**src/rtl/wbuf_pkg.sv**
```systemverilog
package wbuf_pkg;

  typedef enum logic [1:0] {
    SZ_BYTE = 2'd0,
    SZ_HALF = 2'd1,
    SZ_WORD = 2'd2
  } wsize_e;

  // Byte offset of beat number idx inside a run of words.
  function automatic int unsigned beat_offset(input int unsigned idx);
    return idx * 4;
  endfunction

  // True when a word at addr is the last slot of its aligned block of 2**lw words.
  function automatic logic block_end(input logic [31:0] addr, input int unsigned lw);
    int unsigned mask;
    mask = (32'd1 << lw) - 1;
    return ((addr >> 2) & mask) == mask;
  endfunction

endpackage

```
**src/rtl/wbuf_data_pool.sv**
```systemverilog
module wbuf_data_pool #(
  parameter int DW    = 32,
  parameter int DEPTH = 8
) (
  input  logic          clk,
  input  logic          rst_n,
  input  logic          push,
  input  logic [DW-1:0] push_data,
  input  logic          pop,
  output logic [DW-1:0] head_data,
  output logic          full,
  output logic          empty
);
  localparam int PW = $clog2(DEPTH);
  localparam int UW = $clog2(DEPTH + 1);

  logic [DW-1:0] mem_q [DEPTH];
  logic [PW-1:0] wr_q, rd_q;
  logic [UW-1:0] used_q;

  function automatic logic [PW-1:0] nxt(input logic [PW-1:0] p);
    return (p == PW'(DEPTH - 1)) ? '0 : p + 1'b1;
  endfunction

  always_ff @(posedge clk or negedge rst_n) begin
    if (!rst_n) begin
      wr_q   <= '0;
      rd_q   <= '0;
      used_q <= '0;
    end else begin
      if (push) wr_q <= nxt(wr_q);
      if (pop)  rd_q <= nxt(rd_q);
      used_q <= used_q + UW'(push) - UW'(pop);
    end
  end

  always_ff @(posedge clk) begin
    if (push) mem_q[wr_q] <= push_data;
  end

  assign head_data = mem_q[rd_q];
  assign full      = (used_q == UW'(DEPTH));
  assign empty     = (used_q == '0);
endmodule

```
**src/rtl/wbuf_addr_pool.sv**
```systemverilog
module wbuf_addr_pool #(
  parameter int AW    = 32,
  parameter int DEPTH = 4,
  parameter int LW    = 2
) (
  input  logic          clk,
  input  logic          rst_n,
  input  logic          push,
  input  logic [AW-1:0] push_base,
  input  logic [1:0]    push_size,
  input  logic          grow,
  input  logic          pop,
  output logic [AW-1:0] head_base,
  output logic [LW-1:0] head_len,
  output logic [1:0]    head_size,
  output logic          single,
  output logic          full,
  output logic          empty
);
  localparam int PW = $clog2(DEPTH);
  localparam int UW = $clog2(DEPTH + 1);

  logic [AW-1:0] base_q [DEPTH];
  logic [LW-1:0] len_q  [DEPTH];
  logic [1:0]    size_q [DEPTH];
  logic [PW-1:0] wr_q, rd_q, tail;
  logic [UW-1:0] used_q;

  function automatic logic [PW-1:0] nxt(input logic [PW-1:0] p);
    return (p == PW'(DEPTH - 1)) ? '0 : p + 1'b1;
  endfunction

  function automatic logic [PW-1:0] prv(input logic [PW-1:0] p);
    return (p == '0) ? PW'(DEPTH - 1) : p - 1'b1;
  endfunction

  assign tail = prv(wr_q);

  always_ff @(posedge clk or negedge rst_n) begin
    if (!rst_n) begin
      wr_q   <= '0;
      rd_q   <= '0;
      used_q <= '0;
    end else begin
      if (push) wr_q <= nxt(wr_q);
      if (pop)  rd_q <= nxt(rd_q);
      used_q <= used_q + UW'(push) - UW'(pop);
    end
  end

  // Length is held as words minus one; grow lengthens the newest entry.
  always_ff @(posedge clk) begin
    if (push) begin
      base_q[wr_q] <= push_base;
      len_q[wr_q]  <= '0;
      size_q[wr_q] <= push_size;
    end else if (grow) begin
      len_q[tail] <= len_q[tail] + 1'b1;
    end
  end

  assign head_base = base_q[rd_q];
  assign head_len  = len_q[rd_q];
  assign head_size = size_q[rd_q];
  assign single    = (used_q == UW'(1));
  assign full      = (used_q == UW'(DEPTH));
  assign empty     = (used_q == '0);
endmodule

```
**src/rtl/wbuf_drain.sv**
```systemverilog
module wbuf_drain #(
  parameter int AW = 32,
  parameter int LW = 2
) (
  input  logic          clk,
  input  logic          rst_n,
  input  logic          head_ok,
  input  logic [AW-1:0] head_base,
  input  logic [LW-1:0] head_len,
  input  logic          mem_ready,
  output logic          mem_valid,
  output logic [AW-1:0] mem_addr,
  output logic          mem_seq,
  output logic          fire,
  output logic          beat_last
);
  logic [LW-1:0] idx_q;

  assign mem_valid = head_ok;
  assign mem_addr  = head_base + AW'(wbuf_pkg::beat_offset(32'(idx_q)));
  assign mem_seq   = (idx_q != '0);
  assign fire      = mem_valid && mem_ready;
  assign beat_last = (idx_q == head_len);

  always_ff @(posedge clk or negedge rst_n) begin
    if (!rst_n)    idx_q <= '0;
    else if (fire) idx_q <= beat_last ? '0 : idx_q + 1'b1;
  end
endmodule

```
**src/rtl/wbuf_split.sv**
```systemverilog
module wbuf_split #(
  parameter int AW          = 32,
  parameter int DW          = 32,
  parameter int ADDR_SLOTS  = 4,
  parameter int DATA_SLOTS  = 8,
  parameter int BLOCK_WORDS = 4
) (
  input  logic          clk,
  input  logic          rst_n,
  input  logic          in_valid,
  output logic          in_ready,
  input  logic [AW-1:0] in_addr,
  input  logic [DW-1:0] in_data,
  input  logic [1:0]    in_size,
  input  logic          in_seq,
  output logic          mem_valid,
  input  logic          mem_ready,
  output logic [AW-1:0] mem_addr,
  output logic [DW-1:0] mem_data,
  output logic [1:0]    mem_size,
  output logic          mem_seq
);
  import wbuf_pkg::*;

  localparam int LW = $clog2(BLOCK_WORDS);

  logic          open_q;
  logic          is_word, join_run, accept, acc_new, acc_join, keep_open;
  logic          addr_full, addr_empty, addr_single, data_full, data_empty;
  logic          head_ok, fire, beat_last;
  logic [AW-1:0] head_base;
  logic [LW-1:0] head_len;

  // Named events on the core side
  assign is_word   = (in_size == SZ_WORD);
  assign join_run  = in_seq && open_q && is_word;
  assign in_ready  = !data_full && (join_run || !addr_full);
  assign accept    = in_valid && in_ready;
  assign acc_new   = accept && !join_run;
  assign acc_join  = accept && join_run;
  assign keep_open = accept && is_word && !block_end(32'(in_addr), LW);

  // The newest entry stays open only while stores arrive back to back.
  always_ff @(posedge clk or negedge rst_n) begin
    if (!rst_n) open_q <= 1'b0;
    else        open_q <= keep_open;
  end

  // The open entry is always the newest, so it blocks draining only when it is alone.
  assign head_ok = !addr_empty && !(open_q && addr_single);

  wbuf_addr_pool #(.AW(AW), .DEPTH(ADDR_SLOTS), .LW(LW)) u_apool (
    .clk       (clk),
    .rst_n     (rst_n),
    .push      (acc_new),
    .push_base (in_addr),
    .push_size (in_size),
    .grow      (acc_join),
    .pop       (fire && beat_last),
    .head_base (head_base),
    .head_len  (head_len),
    .head_size (mem_size),
    .single    (addr_single),
    .full      (addr_full),
    .empty     (addr_empty)
  );

  wbuf_data_pool #(.DW(DW), .DEPTH(DATA_SLOTS)) u_dpool (
    .clk       (clk),
    .rst_n     (rst_n),
    .push      (accept),
    .push_data (in_data),
    .pop       (fire),
    .head_data (mem_data),
    .full      (data_full),
    .empty     (data_empty)
  );

  wbuf_drain #(.AW(AW), .LW(LW)) u_drain (
    .clk       (clk),
    .rst_n     (rst_n),
    .head_ok   (head_ok),
    .head_base (head_base),
    .head_len  (head_len),
    .mem_ready (mem_ready),
    .mem_valid (mem_valid),
    .mem_addr  (mem_addr),
    .mem_seq   (mem_seq),
    .fire      (fire),
    .beat_last (beat_last)
  );
endmodule

```
**config.mk**
```make
export PLATFORM = sky130hd
export DESIGN_NAME = wbuf_split
export DESIGN_NICKNAME = d
export VERILOG_FILES = /design/src/rtl/wbuf_pkg.sv /design/src/rtl/wbuf_data_pool.sv /design/src/rtl/wbuf_addr_pool.sv /design/src/rtl/wbuf_drain.sv /design/src/rtl/wbuf_split.sv
export SDC_FILE = /design/constraint.sdc
export NUM_CORES = 1
export LEC_CHECK = 0
export BUFFER_PORTS_ARGS = -buffer_cell sky130_fd_sc_hd__buf_4
export CORE_MARGIN = 5
export CORE_UTILIZATION = 45
export CTS_BUF_LIST = sky130_fd_sc_hd__clkbuf_2
export DETAILED_ROUTE_END_ITERATION = 8
export PLACE_DENSITY = 0.65
export SKIP_LAST_GASP = 1
export SYNTH_ARGS = -nofsm -noshare
export SYNTH_HDL_FRONTEND = slang
export SYNTH_HIERARCHICAL = 1
export SYNTH_SLANG_ARGS = --single-unit
```
**constraint.sdc**
```tcl
create_clock -name clk -period 4.68 [get_ports clk]
set_input_delay 0.234 -clock clk [delete_from_list [all_inputs] [get_ports clk]]
set_output_delay 0.234 -clock clk [all_outputs]
set_load 0.005 [all_outputs]
```
==> metrics.md, run 1 <==
| Metric | Value |
|---|---|
| Status | finished clean |
| Crit path DAT | 3.92 ns |
| Placed wire-length estimate | 19600 µm |
| CP max stage delay | 0.88 ns |
| Clock transition at path regs | 0.09 ns |
| Post-route setup TNS | 0 ns |
| Final min period | 4.16 ns |
| Remaining antenna violation count | 0 |
| Max-cap viol count | 0 |
| Syn Area/Cell | 21.4 µm² |
| Nets@finish | 1252 |
| Vias in the first global route | 9584 |
| Relative slew slack | 23.2% |
| DRT iter0 DRCs | 496 |
| Fin. max-slew vios | 0 |
| Routed vias | 8769 |
| Total power | 11700 µW |
| Core area | 37400 µm² |
| Critical path class | reg -> out |
| Worst hold slack | 0.127 ns |
| Rows | 71 |
| Placed Instance Area | 18600 µm² |
| Worst-Skew Late Latency | 0.98 ns |
| Die W | 204 µm |
| TritonCTS clock tree | done |
| Worst-margin pin slew | 1.15 ns |
| I/O pin count | 140 |
| Routed vias/inst | 5.04 |
| Static Leak | 0.00739 µW |
| RD Place Congestion | 0.754 |
| Gr usage total | 16.6% |
| Initial antenna violation count | 4 |
| Gr ovfl total | 0 |
| Clock power frac | 19.3% |
| Drt wl/cell | 19.4 µm |
| Sw Ratio | 32.0% |
| Setup violations, final | 0 |
| Final Non-Filler Cells | 1739 |
| Die ar. | 41700 µm² |
| Flop pwr share | 45.3% |
| DRT Pass-1 Iters | 5 |
| Initial Util | 45.3% |
| Largest net degree at the start of global routing | 42 |
| Post-synthesis cell count | 792 |
| Crit-path cells | mux4_2 -> ha_1 -> a21o_1 -> nand3_2 -> nor4_1 -> xor2_1 -> buf_4 |
| Psw | 3740 µW |
| Combinational power share | 35.5% |
| Post-route cell area | 20900 µm² |
| Critical Path Source Type | flop |
| Synthesis-to-finish area growth | 23.2% |
| Worst setup EP type | primary output |
| First-pass GRT wire length | 53300 µm |
| CP required | 4.45 ns |
| Layout cell share with drive strength beyond 1 | 39.0% |
| YS warnings | 6 |
| Post-CTS resize count | 0 |
| HP Class | in -> reg |
| Detailed Route WL | 33800 µm |
| Peak Freq | 241 MHz |
| P_int | 7960 µW |
| RSZ-0062 raised after global routing | no |
| Clock root buffer | clkbuf_2 |
| Number of H-tree levels | 3 |
| DRC viols | 0 |
| CTS sink count | 420 |
| Post-Syn Area | 17000 µm² |
| Largest fanout on the critical path | 24 |
| Slowest CP cell | dfrtp_2 |
| Max Clock Skew | 0.0693 ns |
| Final hold viol count | 0 |
| Net Count, Synth | 887 |
| Cell total after placement | 1423 |
| CTS Buf Count | 101 |
| Final period util | 88.8% |
| Peak VDD IR | 0.310 mV |
| CTS max path bufs | 3 |
| Number of port buffers | 139 |
| Power per cell area | 560 nW/µm² |
| DIE HEIGHT | 204 µm |
area by class of cell:
cell class	instances	area [µm²]
flip-flops and latches	420	12500
well taps	511	639
clock buffers	145	726
diodes	3	7.51
multi-input cells	315	4190
clock inverters	26	146
inverters	24	90.1
repair buffers	295	2570
fillers	2902	16500
power groups by stage:
stage               combinational (µW)  clock (µW)  sequential [µW]
CTS                               4250        2350             5320
global placement                  4100           0             5380
detailed placement                4130           0             5400
global route                      4530        2570             5390
finish                            4150        2260             5290
floorplan                         2850           0             5070
state kept, by name (all words and copies together), names as in the netlist:
register,count
u_dpool/mem_q,256
u_apool/len_q,8
u_apool/base_q,128
u_apool/rd_q,2
u_apool/wr_q,2
u_drain/idx_q,2
u_dpool/used_q,4
u_apool/size_q,8
u_dpool/rd_q,3
u_apool/used_q,3
open_q,1
u_dpool/wr_q,3
repair_timing:
action / CTS / global route
hold buffers: 142 / 0
setup buffers: 0 / 0
endpoints found under the hold margin: 439 / 0
setup endpoints to repair: 0 / 0
through the flow:
| step | setup WS, ns | utilization, % |
|---|---|---|
| floorplan | 0.651 | - |
| global placement | 1.40 | 49.7 |
| detailed placement | 1.37 | 49.7 |
| CTS | 0.325 | 55.8 |
| global route | 0.182 | 55.8 |
| finish | 0.525 | 55.8 |
layer usage:
metal	vias to the layer above	routed length [µm]	global-route usage, %	share of wire [%]
met2	207	16900	27.4	50
li1	4034	-	-	-
met4	2	589	5.55	1.7
met3	52	1560	3.94	4.6
met5	-	13	0	0.038
met1	4474	14800	21.9	44
final timing paths:
check,cells past startpoint,from,slack (ns),to
max in group asynchronous,3,rst_n,3.42,u_dpool/rd_q[0]
worst max register to register,11,u_apool/rd_q[0],1.39,u_apool/used_q[2]
worst min register to register,1,u_dpool/wr_q[2],0.58,u_dpool/wr_q[2]
worst max-delay path,7,u_apool/rd_q[0],0.52,mem_addr[23]
min in group asynchronous,3,rst_n,0.54,u_dpool/wr_q[1]
worst min-delay path,2,in_addr[24],0.13,u_apool/base_q[2][24]
critical path: cells and delay by family (launching register included):
| kind | cells | cell delay [ns] |
|---|---|---|
| buffers and inverters | 1 | 0.12 |
| XOR/XNOR | 1 | 0.17 |
| flip-flops | 1 | 0.88 |
| AND/OR/NAND/NOR | 2 | 0.66 |
| AO/OA/AOI/OAI | 1 | 0.18 |
| adder cells (fa/ha/maj) | 1 | 0.30 |
| multiplexers | 1 | 0.64 |
placed cells by master (no fill, tap or decap), types with 5 or more instances in the layout:
cell type,count
and3_1,6
buf_4,153
clkbuf_2,145
clkinv_1,15
dfrtp_1,16
dlygate4sd3_1,142
edfxtp_1,400
ha_1,21
inv_1,24
mux2_2,39
mux4_2,99
nand2_1,17
nand2b_1,5
nand3_1,9
nor2_1,13
nor2_4,6
nor3_1,8
nor4_1,5
xnor2_1,19
xor2_1,19
Note: power is estimated with default switching activity, not from simulation.
==> inputs of run 2 (changes only) <==
==> constraint.sdc (replaced) <==
create_clock -name clk -period 4.68 [get_ports clk]
set_input_delay 0.936 -clock clk [delete_from_list [all_inputs] [get_ports clk]]
set_output_delay 0.936 -clock clk [all_outputs]
set_load 0.005 [all_outputs]
==> run 2 against run 1 <==
Non-clock buffer count decreased by 131. Design area decreased by 5.9%. Sequential share of layout area increased by 3.8 points. Setup slack got worse by 0.26 ns. Critical path depth unchanged. Sequential cell count unchanged. Utilization decreased by 3.3 points. Critical endpoint is now mem_addr[20]. Largest cell class unchanged.
==> metrics.md, run 2 (synthesized netlist as in run 1, its figures left out) <==
| Metric | Value |
|---|---|
| Die ar. | 41700 µm² |
| Cell total after placement | 1429 |
| Routed vias/inst | 5.19 |
| # fillers | 3030 |
| Initial antenna violation count | 2 |
| Gr usage total | 16.2% |
| Clock root buffer | clkbuf_2 |
| Final Non-Filler Cells | 1616 |
| TritonCTS clock tree | done |
| Number of port buffers | 139 |
| Relative slew slack | 30.4% |
| Fin. max-slew vios | 0 |
| Max-cap viol count | 0 |
| Routed vias | 8394 |
| RD Place Congestion | 0.801 |
| Met1 wire length | 14100 µm |
| Largest registers | u_dpool/mem_q: 256 flops, u_apool/base_q: 128 flops |
| Hold Path Depth | 1 |
| Setup violations, final | 0 |
| Reg-to-reg slack, setup | 1.50 ns |
| CP max stage delay | 0.50 ns |
| Peak Freq | 227 MHz |
| Remaining antenna violation count | 0 |
| Number of H-tree levels | 3 |
| Max FFs per register | 256 |
| Rows | 71 |
| Met2 WL post-DR | 16600 µm |
| DRC viols | 0 |
| DRT iter0 DRCs | 353 |
| Worst-Skew Late Latency | 0.98 ns |
| Final min period | 4.41 ns |
| First-pass GRT wire length | 51100 µm |
| Worst-margin pin slew | 1.04 ns |
| Leading cell type in the layout, fill and taps excluded | edfxtp_1 |
| Most frequent cells in the layout | edfxtp_1, clkbuf_2, buf_4 |
| Clock transition at path regs | 0.10 ns |
| CTS max path bufs | 3 |
| Detailed Route WL | 33100 µm |
| Crit-path cells | mux4_2 -> ha_1 -> fa_1 -> and3_1 -> and3b_2 -> xor2_1 -> buf_4 |
| Final period util | 94.3% |
| Max Clock Skew | 0.102 ns |
| Final hold viol count | 0 |
| Largest fanout on the critical path | 6 |
| CTS Buf Count | 106 |
| Vias in the first global route | 9019 |
| Largest net degree at the start of global routing | 38 |
| Placed wire-length estimate | 19900 µm |
| CTS sink count | 420 |
| Crit path DAT | 3.48 ns |
| Peak VDD IR | 0.314 mV |
| Critical Path Source Type | flop |
| Status | finished clean |
| Power per cell area | 595 nW/µm² |
| Critical path class | reg -> out |
| Slowest CP cell | mux4_2 |
| Drt wl/cell | 20.5 µm |
| DIE HEIGHT | 204 µm |
| Post-route setup TNS | 0 ns |
| I/O pin count | 140 |
| Nets@finish | 1127 |
| Synthesis-to-finish area growth | 15.9% |
| Static Leak | 0.00690 µW |
| Biggest register | u_dpool/mem_q |
| HP Class | in -> reg |
| RSZ-0062 raised after global routing | no |
| Core area | 37400 µm² |
| Gr ovfl total | 0 |
| Initial Util | 45.3% |
| Register-to-Register Path Depth | 12 |
| Die W | 204 µm |
| Worst setup EP type | primary output |
| DRT Pass-1 Iters | 4 |
| Layout cell share with drive strength beyond 1 | 45.6% |
| CP required | 3.74 ns |
| WL met3 | 1860 µm |
| Top routing layer in use | met5 |
==> run 2: what timing repair did <==
item / CTS / global route
setup endpoints to repair: 17 / 5
pin swaps: 0 / 1
cloned: 0 / 1
resized for setup: 2 / 6
endpoints found under the hold margin: 22 / 0
buffers inserted: 2 / 0
hold buffers: 3 / 0
==> run 2: worst paths after layout <==
kind	startpoint	end
max reg2reg	u_apool/rd_q[0]	u_apool/used_q[2]
min in group asynchronous	rst_n	u_dpool/used_q[1]
min reg2reg	u_dpool/wr_q[2]	u_dpool/wr_q[2]
max	u_apool/rd_q[0]	mem_addr[20]
max in group asynchronous	rst_n	u_apool/rd_q[0]
min	in_size[0]	u_apool/size_q[2][0]
==> run 2: worst max-delay path: cells and delay by family (launching register included) <==
kind	cells	cell delay, ns
buf+inv	1	0.14
mux	1	0.50
xor+xnor	1	0.14
fa+ha+maj	2	0.70
simple gates	2	0.56
flops	1	0.47
==> run 2: layout make-up <==
| type | count | area (µm²) | area share [%] |
|---|---|---|---|
| antenna | 1 | 2.50 | 0.0127 |
| clock buffer | 159 | 796 | 4.05 |
| clock inverter | 21 | 95.1 | 0.484 |
| inverter | 24 | 90.1 | 0.458 |
| multi-input combinational | 316 | 4220 | 21.5 |
| sequential | 420 | 12500 | 63.7 |
| tap | 511 | 639 | 3.25 |
| timing repair buffer | 164 | 1280 | 6.53 |
==> run 2: report_power, final <==
part	internal, µW	leakage (µW)	switching, µW
Combinational	2210	0.00231	1960
Sequential	4840	0.00388	426
Clock	896	0.000713	1360
==> run 2: metrics by stage <==
step / total power, µW / setup slack, ns / utilization, % / hold WS, ns / instance area (µm²)
finish: 11700 / 0.266 / 52.5 / 0.164 / 19700
global route: 12500 / 0.0229 / 52.5 / 0.0317 / 19700
CTS: 11900 / 0.102 / 52.4 / 0.00213 / 19600
detailed placement: 9590 / 0.892 / 49.9 / 0.565 / 18700
global placement: 9520 / 0.950 / 49.9 / 0.553 / 18700
floorplan: 7920 / 0.272 / - / 0.524 / 17000
==> run 2: layer usage <==
| metal | up-vias | GRT usage, % |
|---|---|---|
| met5 | - | 0 |
| met4 | 2 | 5.79 |
| met3 | 51 | 4.68 |
| met2 | 223 | 26.5 |
| met1 | 4345 | 21.0 |
| li1 | 3773 | - |
